`config.mk`:
```
export PLATFORM = sky130hd
export DESIGN_NAME = scsi_dout_engine
export DESIGN_NICKNAME = d
export VERILOG_FILES = /design/src/rtl/sdo_pkg.sv /design/src/rtl/sdo_ack_sync.sv /design/src/rtl/sdo_xfer_count.sv /design/src/rtl/sdo_watchdog.sv /design/src/rtl/scsi_dout_engine.sv
export SDC_FILE = /design/constraint.sdc
export NUM_CORES = 1
export LEC_CHECK = 0
export BUFFER_PORTS_ARGS = -buffer_cell sky130_fd_sc_hd__buf_2
export CAP_MARGIN = 10
export CORE_UTILIZATION = 40
export CTS_CLUSTER_SIZE = 30
export DETAILED_ROUTE_END_ITERATION = 7
export PLACE_DENSITY = 0.68
export SLEW_MARGIN = 5
export SYNTH_ARGS = -nofsm -noshare
export SYNTH_HDL_FRONTEND = slang
export SYNTH_SLANG_ARGS = --single-unit
```
`constraint.sdc`:
```
create_clock -name clk -period 9.2 [get_ports clk]
set_clock_uncertainty 0.15 [all_clocks]
set_input_delay 1.38 -clock clk [delete_from_list [all_inputs] [get_ports clk]]
set_output_delay 1.38 -clock clk [all_outputs]
set_load 0.005 [all_outputs]
```
`src/rtl/sdo_pkg.sv`:
```
package sdo_pkg;

  typedef enum logic [1:0] {
    ST_IDLE   = 2'd0,
    ST_FILL   = 2'd1,
    ST_ASSERT = 2'd2
  } sdo_state_e;

endpackage

```
`src/rtl/sdo_ack_sync.sv`:
```
module sdo_ack_sync #(
  parameter int STAGES = 2
) (
  input  logic clk,
  input  logic rst_n,
  input  logic ack_n_i,
  output logic ack_n_sync_o,
  output logic fall_o,
  output logic rise_o
);

  logic [STAGES-1:0] sync_q, sync_d;
  logic              prev_q;

  // shift chain toward the MSB; the MSB is the settled value
  always_comb begin
    sync_d = {sync_q[STAGES-2:0], ack_n_i};
  end

  always_ff @(posedge clk or negedge rst_n) begin
    if (!rst_n) begin
      sync_q <= '1;
      prev_q <= 1'b1;
    end else begin
      sync_q <= sync_d;
      prev_q <= sync_q[STAGES-1];
    end
  end

  assign ack_n_sync_o = sync_q[STAGES-1];
  assign fall_o       = prev_q & ~sync_q[STAGES-1];
  assign rise_o       = ~prev_q & sync_q[STAGES-1];

endmodule

```
`src/rtl/sdo_xfer_count.sv`:
```
module sdo_xfer_count #(
  parameter int CW = 16
) (
  input  logic          clk,
  input  logic          rst_n,
  input  logic          load_i,
  input  logic [CW-1:0] load_val_i,
  input  logic          add_i,
  input  logic [CW-1:0] add_val_i,
  input  logic          take_i,
  output logic          empty_o
);

  logic [CW-1:0] rem_q, rem_d;
  logic          upd_en;

  assign upd_en = load_i | add_i | take_i;

  always_comb begin
    if (load_i) begin
      rem_d = load_val_i;
    end else begin
      rem_d = rem_q + (add_i ? add_val_i : '0) - {{(CW-1){1'b0}}, take_i};
    end
  end

  always_ff @(posedge clk or negedge rst_n) begin
    if (!rst_n) begin
      rem_q <= '0;
    end else if (upd_en) begin
      rem_q <= rem_d;
    end
  end

  assign empty_o = (rem_q == '0);

  AST_NO_UNDERFLOW: assert property (@(posedge clk) disable iff (!rst_n)
    (take_i && !add_i) |-> (rem_q != '0));

endmodule

```
`src/rtl/sdo_watchdog.sv`:
```
module sdo_watchdog #(
  parameter int WW = 16
) (
  input  logic          clk,
  input  logic          rst_n,
  input  logic          arm_i,
  input  logic          kick_i,
  input  logic [WW-1:0] limit_i,
  output logic          expire_o
);

  logic [WW-1:0] cnt_q, cnt_d;

  always_comb begin
    if (!arm_i || kick_i) begin
      cnt_d = '0;
    end else if (cnt_q != '1) begin
      cnt_d = cnt_q + 1'b1;
    end else begin
      cnt_d = cnt_q;
    end
  end

  always_ff @(posedge clk or negedge rst_n) begin
    if (!rst_n) begin
      cnt_q <= '0;
    end else begin
      cnt_q <= cnt_d;
    end
  end

  assign expire_o = arm_i && !kick_i && (limit_i != '0) && (cnt_q >= limit_i);

  AST_WD_BOUND: assert property (@(posedge clk) disable iff (!rst_n)
    (arm_i && limit_i != '0) |-> (cnt_q <= limit_i));

endmodule

```
`src/rtl/scsi_dout_engine.sv`:
```
module scsi_dout_engine
  import sdo_pkg::*;
#(
  parameter int DW          = 8,
  parameter int CW          = 16,
  parameter int WW          = 16,
  parameter int SYNC_STAGES = 2
) (
  input  logic          clk,
  input  logic          rst_n,
  input  logic          start_i,
  input  logic [CW-1:0] start_len_i,
  input  logic          append_i,
  input  logic [CW-1:0] append_len_i,
  input  logic [WW-1:0] wd_limit_i,
  input  logic          word_valid_i,
  input  logic [DW-1:0] word_data_i,
  output logic          word_ready_o,
  input  logic          ack_n_i,
  output logic          req_n_o,
  output logic [DW-1:0] data_o,
  output logic          data_oe_o,
  output logic          done_o,
  output logic          timeout_o
);

  sdo_state_e    state_q, state_d;
  logic          loaded_q, loaded_d;
  logic          rise_q, rise_d;
  logic          oe_q, oe_d;
  logic          done_q, done_d;
  logic          tmo_q, tmo_d;
  logic [DW-1:0] data_q;

  logic ack_n_sync, ack_fall, ack_rise;
  logic cnt_load, cnt_add, cnt_empty;
  logic accept, wd_arm, wd_expire, append_live;

  sdo_ack_sync #(.STAGES(SYNC_STAGES)) u_sync (
    .clk          (clk),
    .rst_n        (rst_n),
    .ack_n_i      (ack_n_i),
    .ack_n_sync_o (ack_n_sync),
    .fall_o       (ack_fall),
    .rise_o       (ack_rise)
  );

  assign append_live = append_i && (append_len_i != '0);
  assign cnt_add     = append_live && (state_q != ST_IDLE);
  assign word_ready_o = (state_q == ST_FILL) && !loaded_q && !cnt_empty;
  assign accept      = word_ready_o && word_valid_i;

  sdo_xfer_count #(.CW(CW)) u_count (
    .clk        (clk),
    .rst_n      (rst_n),
    .load_i     (cnt_load),
    .load_val_i (start_len_i),
    .add_i      (cnt_add),
    .add_val_i  (append_len_i),
    .take_i     (accept),
    .empty_o    (cnt_empty)
  );

  // armed only while an acknowledge edge is owed by the initiator
  assign wd_arm = (state_q == ST_ASSERT) || ((state_q == ST_FILL) && !rise_q);

  sdo_watchdog #(.WW(WW)) u_wd (
    .clk      (clk),
    .rst_n    (rst_n),
    .arm_i    (wd_arm),
    .kick_i   (ack_fall | ack_rise),
    .limit_i  (wd_limit_i),
    .expire_o (wd_expire)
  );

  always_comb begin
    state_d  = state_q;
    loaded_d = loaded_q;
    rise_d   = rise_q;
    oe_d     = oe_q;
    done_d   = 1'b0;
    tmo_d    = tmo_q;
    cnt_load = 1'b0;
    case (state_q)
      ST_IDLE: begin
        if (start_i && (start_len_i != '0)) begin
          state_d  = ST_FILL;
          rise_d   = 1'b1;
          loaded_d = 1'b0;
          tmo_d    = 1'b0;
          cnt_load = 1'b1;
        end
      end
      ST_FILL: begin
        if (wd_expire) begin
          state_d  = ST_IDLE;
          oe_d     = 1'b0;
          loaded_d = 1'b0;
          tmo_d    = 1'b1;
        end else begin
          if (ack_rise) begin
            rise_d = 1'b1;
          end
          if (accept) begin
            loaded_d = 1'b1;
            oe_d     = 1'b1;
          end
          if (rise_q && loaded_q) begin
            state_d  = ST_ASSERT;
            loaded_d = 1'b0;
            rise_d   = 1'b0;
          end else if (rise_q && !loaded_q && cnt_empty && !append_live) begin
            state_d = ST_IDLE;
            oe_d    = 1'b0;
            done_d  = 1'b1;
          end
        end
      end
      ST_ASSERT: begin
        if (wd_expire) begin
          state_d = ST_IDLE;
          oe_d    = 1'b0;
          tmo_d   = 1'b1;
        end else if (ack_fall) begin
          state_d = ST_FILL;
        end
      end
      default: begin
        state_d = ST_IDLE;
        oe_d    = 1'b0;
      end
    endcase
  end

  always_ff @(posedge clk or negedge rst_n) begin
    if (!rst_n) begin
      state_q  <= ST_IDLE;
      loaded_q <= 1'b0;
      rise_q   <= 1'b0;
      oe_q     <= 1'b0;
      done_q   <= 1'b0;
      tmo_q    <= 1'b0;
    end else begin
      state_q  <= state_d;
      loaded_q <= loaded_d;
      rise_q   <= rise_d;
      oe_q     <= oe_d;
      done_q   <= done_d;
      tmo_q    <= tmo_d;
    end
  end

  always_ff @(posedge clk or negedge rst_n) begin
    if (!rst_n) begin
      data_q <= '0;
    end else if (accept) begin
      data_q <= word_data_i;
    end
  end

  assign req_n_o   = (state_q != ST_ASSERT);
  assign data_oe_o = oe_q;
  assign data_o    = oe_q ? data_q : '0;
  assign done_o    = done_q;
  assign timeout_o = tmo_q;

  AST_REQ_SETUP: assert property (@(posedge clk) disable iff (!rst_n)
    $fell(req_n_o) |-> $past(data_oe_o));
  AST_REQ_HOLD: assert property (@(posedge clk) disable iff (!rst_n)
    (state_q == ST_ASSERT && !ack_fall && !wd_expire) |=> !req_n_o);
  AST_REQ_AFTER_RISE: assert property (@(posedge clk) disable iff (!rst_n)
    $fell(req_n_o) |-> ack_n_sync);
  AST_NO_TAKE_IN_REQ: assert property (@(posedge clk) disable iff (!rst_n)
    word_ready_o |-> req_n_o);
  AST_DONE_QUIET: assert property (@(posedge clk) disable iff (!rst_n)
    done_o |-> (req_n_o && !data_oe_o && !word_ready_o));
  AST_DONE_PULSE: assert property (@(posedge clk) disable iff (!rst_n)
    done_o |=> !done_o);
  AST_TMO_QUIET: assert property (@(posedge clk) disable iff (!rst_n)
    $rose(timeout_o) |-> (req_n_o && !data_oe_o));

endmodule

```
==> metrics <==
die height 105 µm; Yosys warning total 0; type of the tightest min-delay check register to register; total power per unit cell area ~330 mW/mm²; number of buffers between clock root and the deepest sink 2; Slew Limit Headroom between 20 and 30%; worst slew pin tran 1050 ps; sequential cell area fraction in the yosys report between 20% and 30%; Worst VDD drop 0.000145 V; flip-flop and latch count after synthesis 50; count of buffers from port buffering between 70 and 80; post-detailed-route count of antenna-violating nets 0; GRT Resource Usage Total 19.7%; minimum setup slack after placement roughly 4400 ps; clock share of power 9.4%; TritonCTS clock tree built; sequential share of power about 22%; GR Overflow Total 0; io pins 75; via count of the first global-routing pass 3829; internal portion of total power a little over 0.0008 W; number of flops mapped to enable cells by yosys 0; number of clock sinks seen by CTS 50; critical path class primary input to register; Clk Tree Root Cell sky130_fd_sc_hd__clkbuf_8; Synth Cell Area roughly 0.0042 mm²; initial cell density of the core 41.2%; share of final-layout standard cells stronger than drive strength 1 around a fifth; Layout Cell Area excl Fill 0.00484 mm²; maximum number of pins on one net before global-route repair 51; Synth async-reset ratio 100%; worst setup slack after layout roughly 4800 ps; placement row count 37; layout overhead on the synthesized area 14.4%; cell count after synthesis roughly 500; Crit path arrival time around 4400 ps; Post-CTS Hold Fix Bufs 0; run status finished clean; part of the total power dissipated in combinational logic between 60 and 70%; Core Footprint around 0.010 mm²; setup bufs post-CTS 0; highest clock frequency the design can meet between 0.2 and 0.25 GHz; cell area after placement 0.00475 mm²; post-synthesis area per instance 8.56 µm²; ys flop type sky130_fd_sc_hd__dfrtp_1; setup tns final 0 ps; Fill cells ~1000; total vias in the final route 3737; count of antenna diodes in the layout 0; die area around 0.011 mm²; non-filler cells in the finished layout about 710; final-stage net count roughly 700; min Tclk post-route roughly 4400 ps; CP Capture Type register; CTS Buf Count 5; startpoint types primary input; depth of the CTS H-tree 2; number of hold violations in the final report 0; switching share of total power between 40% and 50%; global placement routability congestion 0.872; Sw Pwr 0.000749 W; post-DR vias/cell 5.29; total wirelength of the detailed-routed design between 10 and 15 mm; DRC 0; synthesized net count 611; antenna violations before repair 0; Max Slew Vio Count 0; number of instances resized during post-cts repair 0; first-pass iteration count of the detailed router 4; detailed-route wire length per cell around 14 µm; DR iter-0 viols 128; LEAKAGE around 2.4 nW; global-route wire length before repair around 18 mm; dpl cells ~700; final setup violating endpoints 0; final cycle utilization of the critical path between 40% and 50%; clock insertion delay at the later pin of the skew report between 300 and 400 ps; number of distinct library cells after synthesis 65; Max-Cap Viols 0; RSZ-0062 raised after global routing no; clock input transition at the sequential cells of the worst setup and hold paths between 100 and 150 ps; sum of net half-perimeters after detailed placement 7.97 mm; x dimension of the die around 100 µm; worst path required time approximately 9000 ps; highest fanout seen on the critical path 13
[cells in the final DEF, fill, tap and decap left out, drive strengths merged, types with 6 or more instances in the layout]
cell    Yosys  final
inv        74     76
buf         5     76
ha         53     53
nand2      49     49
dfrtp      47     47
nor2       46     46
a21oi      32     32
o21ai      21     21
nor4       18     18
nand3      14     14
and2       11     11
xor2       11     11
xnor2      10     10
a31oi       9      9
nor3        8      8
mux2        8      8
a21o        6      6
and3        6      6
nand2b      6      6
[synthesized netlist by cell type (2+ instances only)]
library cell,number,area (µm²)
sky130_fd_sc_hd__inv_1,74,278
sky130_fd_sc_hd__ha_1,53,663
sky130_fd_sc_hd__nand2_1,49,184
sky130_fd_sc_hd__dfrtp_1,47,1180
sky130_fd_sc_hd__nor2_1,46,173
sky130_fd_sc_hd__a21oi_1,32,160
sky130_fd_sc_hd__nand3_1,14,70.1
sky130_fd_sc_hd__nor4_1,14,87.6
sky130_fd_sc_hd__o21ai_0,12,60.1
sky130_fd_sc_hd__and2_1,11,68.8
sky130_fd_sc_hd__xor2_1,11,96.3
sky130_fd_sc_hd__xnor2_1,10,87.6
sky130_fd_sc_hd__mux2_2,8,90.1
sky130_fd_sc_hd__nor3_1,8,40.0
sky130_fd_sc_hd__a31oi_1,7,43.8
sky130_fd_sc_hd__o21ai_1,7,35.0
sky130_fd_sc_hd__a21o_1,6,45.0
sky130_fd_sc_hd__and3_1,5,31.3
sky130_fd_sc_hd__a211oi_1,4,30.0
sky130_fd_sc_hd__clkbuf_1,4,15.0
sky130_fd_sc_hd__nand2b_1,4,25.0
sky130_fd_sc_hd__nor4_4,4,85.1
sky130_fd_sc_hd__o21a_1,4,30.0
sky130_fd_sc_hd__and4_1,3,26.3
sky130_fd_sc_hd__buf_2,3,15.0
sky130_fd_sc_hd__dfstp_2,3,78.8
sky130_fd_sc_hd__mux2i_1,3,30.0
sky130_fd_sc_hd__nor2b_1,3,18.8
sky130_fd_sc_hd__or3_1,3,18.8
sky130_fd_sc_hd__a22o_1,2,17.5
sky130_fd_sc_hd__a41oi_1,2,17.5
sky130_fd_sc_hd__nand2b_4,2,27.5
sky130_fd_sc_hd__nand4_1,2,12.5
sky130_fd_sc_hd__o21ai_2,2,17.5
sky130_fd_sc_hd__o21bai_1,2,15.0
sky130_fd_sc_hd__o22ai_1,2,12.5
[worst max-delay path, cell delays in order]
cell and delay [ps]:
sky130_fd_sc_hd__buf_2 70, sky130_fd_sc_hd__nor3b_2 780, sky130_fd_sc_hd__ha_1 370, sky130_fd_sc_hd__inv_1 60
sky130_fd_sc_hd__ha_1 210, sky130_fd_sc_hd__inv_1 80, sky130_fd_sc_hd__fa_1 380, sky130_fd_sc_hd__nor2b_1 300
sky130_fd_sc_hd__o31ai_4 100, sky130_fd_sc_hd__a21oi_1 240, sky130_fd_sc_hd__o21ai_1 130, sky130_fd_sc_hd__xnor2_1 130
sky130_fd_sc_hd__mux2i_1 120, sky130_fd_sc_hd__a21oi_1 80
[power by group through the flow]
| stage | Sequential, W | Combinational (W) | Clock (W) |
|---|---|---|---|
| after floorplan | 0.000331 | 0.000873 | 0 |
| after global placement | 0.000346 | 0.00106 | 0 |
| after detailed placement | 0.000348 | 0.00108 | 0 |
| after CTS | 0.000345 | 0.00108 | 0.000153 |
| after global routing | 0.000353 | 0.00123 | 0.000162 |
| final | 0.000346 | 0.00108 | 0.000148 |
[through the flow]
stage	util [%]	hold WS [ps]	total power [W]
after global placement	46.2	199	0.00140
after floorplan	-	195	0.00120
after detailed placement	46.2	206	0.00142
final	47.1	221	0.00158
after global routing	47.1	228	0.00175
after CTS	47.1	221	0.00158
[registers in the layout (all words and copies together) (netlist names)]
| signal | count |
|---|---|
| state_q | 2 |
| timeout_o | 1 |
| data_q | 8 |
| u_wd.cnt_q | 16 |
| rise_q | 1 |
| u_count.rem_q | 16 |
| loaded_q | 1 |
| data_oe_o | 1 |
| u_sync.sync_q | 2 |
| done_o | 1 |
| u_sync.prev_q | 1 |
[metal layers]
| layer | up-vias | wire length [µm] | track usage (%) |
|---|---|---|---|
| met4 | 0 | 359 | 8.65 |
| met1 | 1752 | 4510 | 24.3 |
| li1 | 1859 | - | - |
| met5 | - | 0 | 0 |
| met3 | 27 | 527 | 3.99 |
| met2 | 99 | 4780 | 33.3 |
[cell families (layout without fill, tap and decap cells)]
logic type | Yosys count | after routing | share of synthesized area (%)
fa+ha+maj | 54 | 54 | 16.1
mux | 11 | 11 | 2.84
simple gates | 178 | 178 | 23.1
xor+xnor | 21 | 21 | 4.34
buf+inv | 83 | 158 | 7.62
flops | 50 | 50 | 29.6
compound gates | 98 | 98 | 16.4
[path summary, 6_finish.rpt]
path                                  startpoint           endpoint  slack [ps]  cells after the start
worst min register to register  u_sync.sync_q[0]   u_sync.sync_q[1]         220                      0
worst max register to register        state_q[1]  u_count.rem_q[14]        4920                     16
worst min-delay path            u_sync.sync_q[0]   u_sync.sync_q[1]         220                      0
worst max-delay path                word_valid_i  u_count.rem_q[14]        4770                     14
max in group asynchronous                  rst_n   u_count.rem_q[1]        7450                      2
min in group asynchronous                  rst_n      u_wd.cnt_q[8]        1010                      2
[layout make-up]
type                    count  area (µm²)  share of cell area, %
clock buffers               5        68.8                   1.42
well taps                 136         170                   3.51
clock inverters             3        28.8                  0.594
multi-input cells         362        2660                   54.9
flip-flops and latches     50        1250                   25.9
repair buffers             76         385                   7.95
inverters                  74         278                   5.73
No activity file was read; power rests on OpenSTA's default activity.
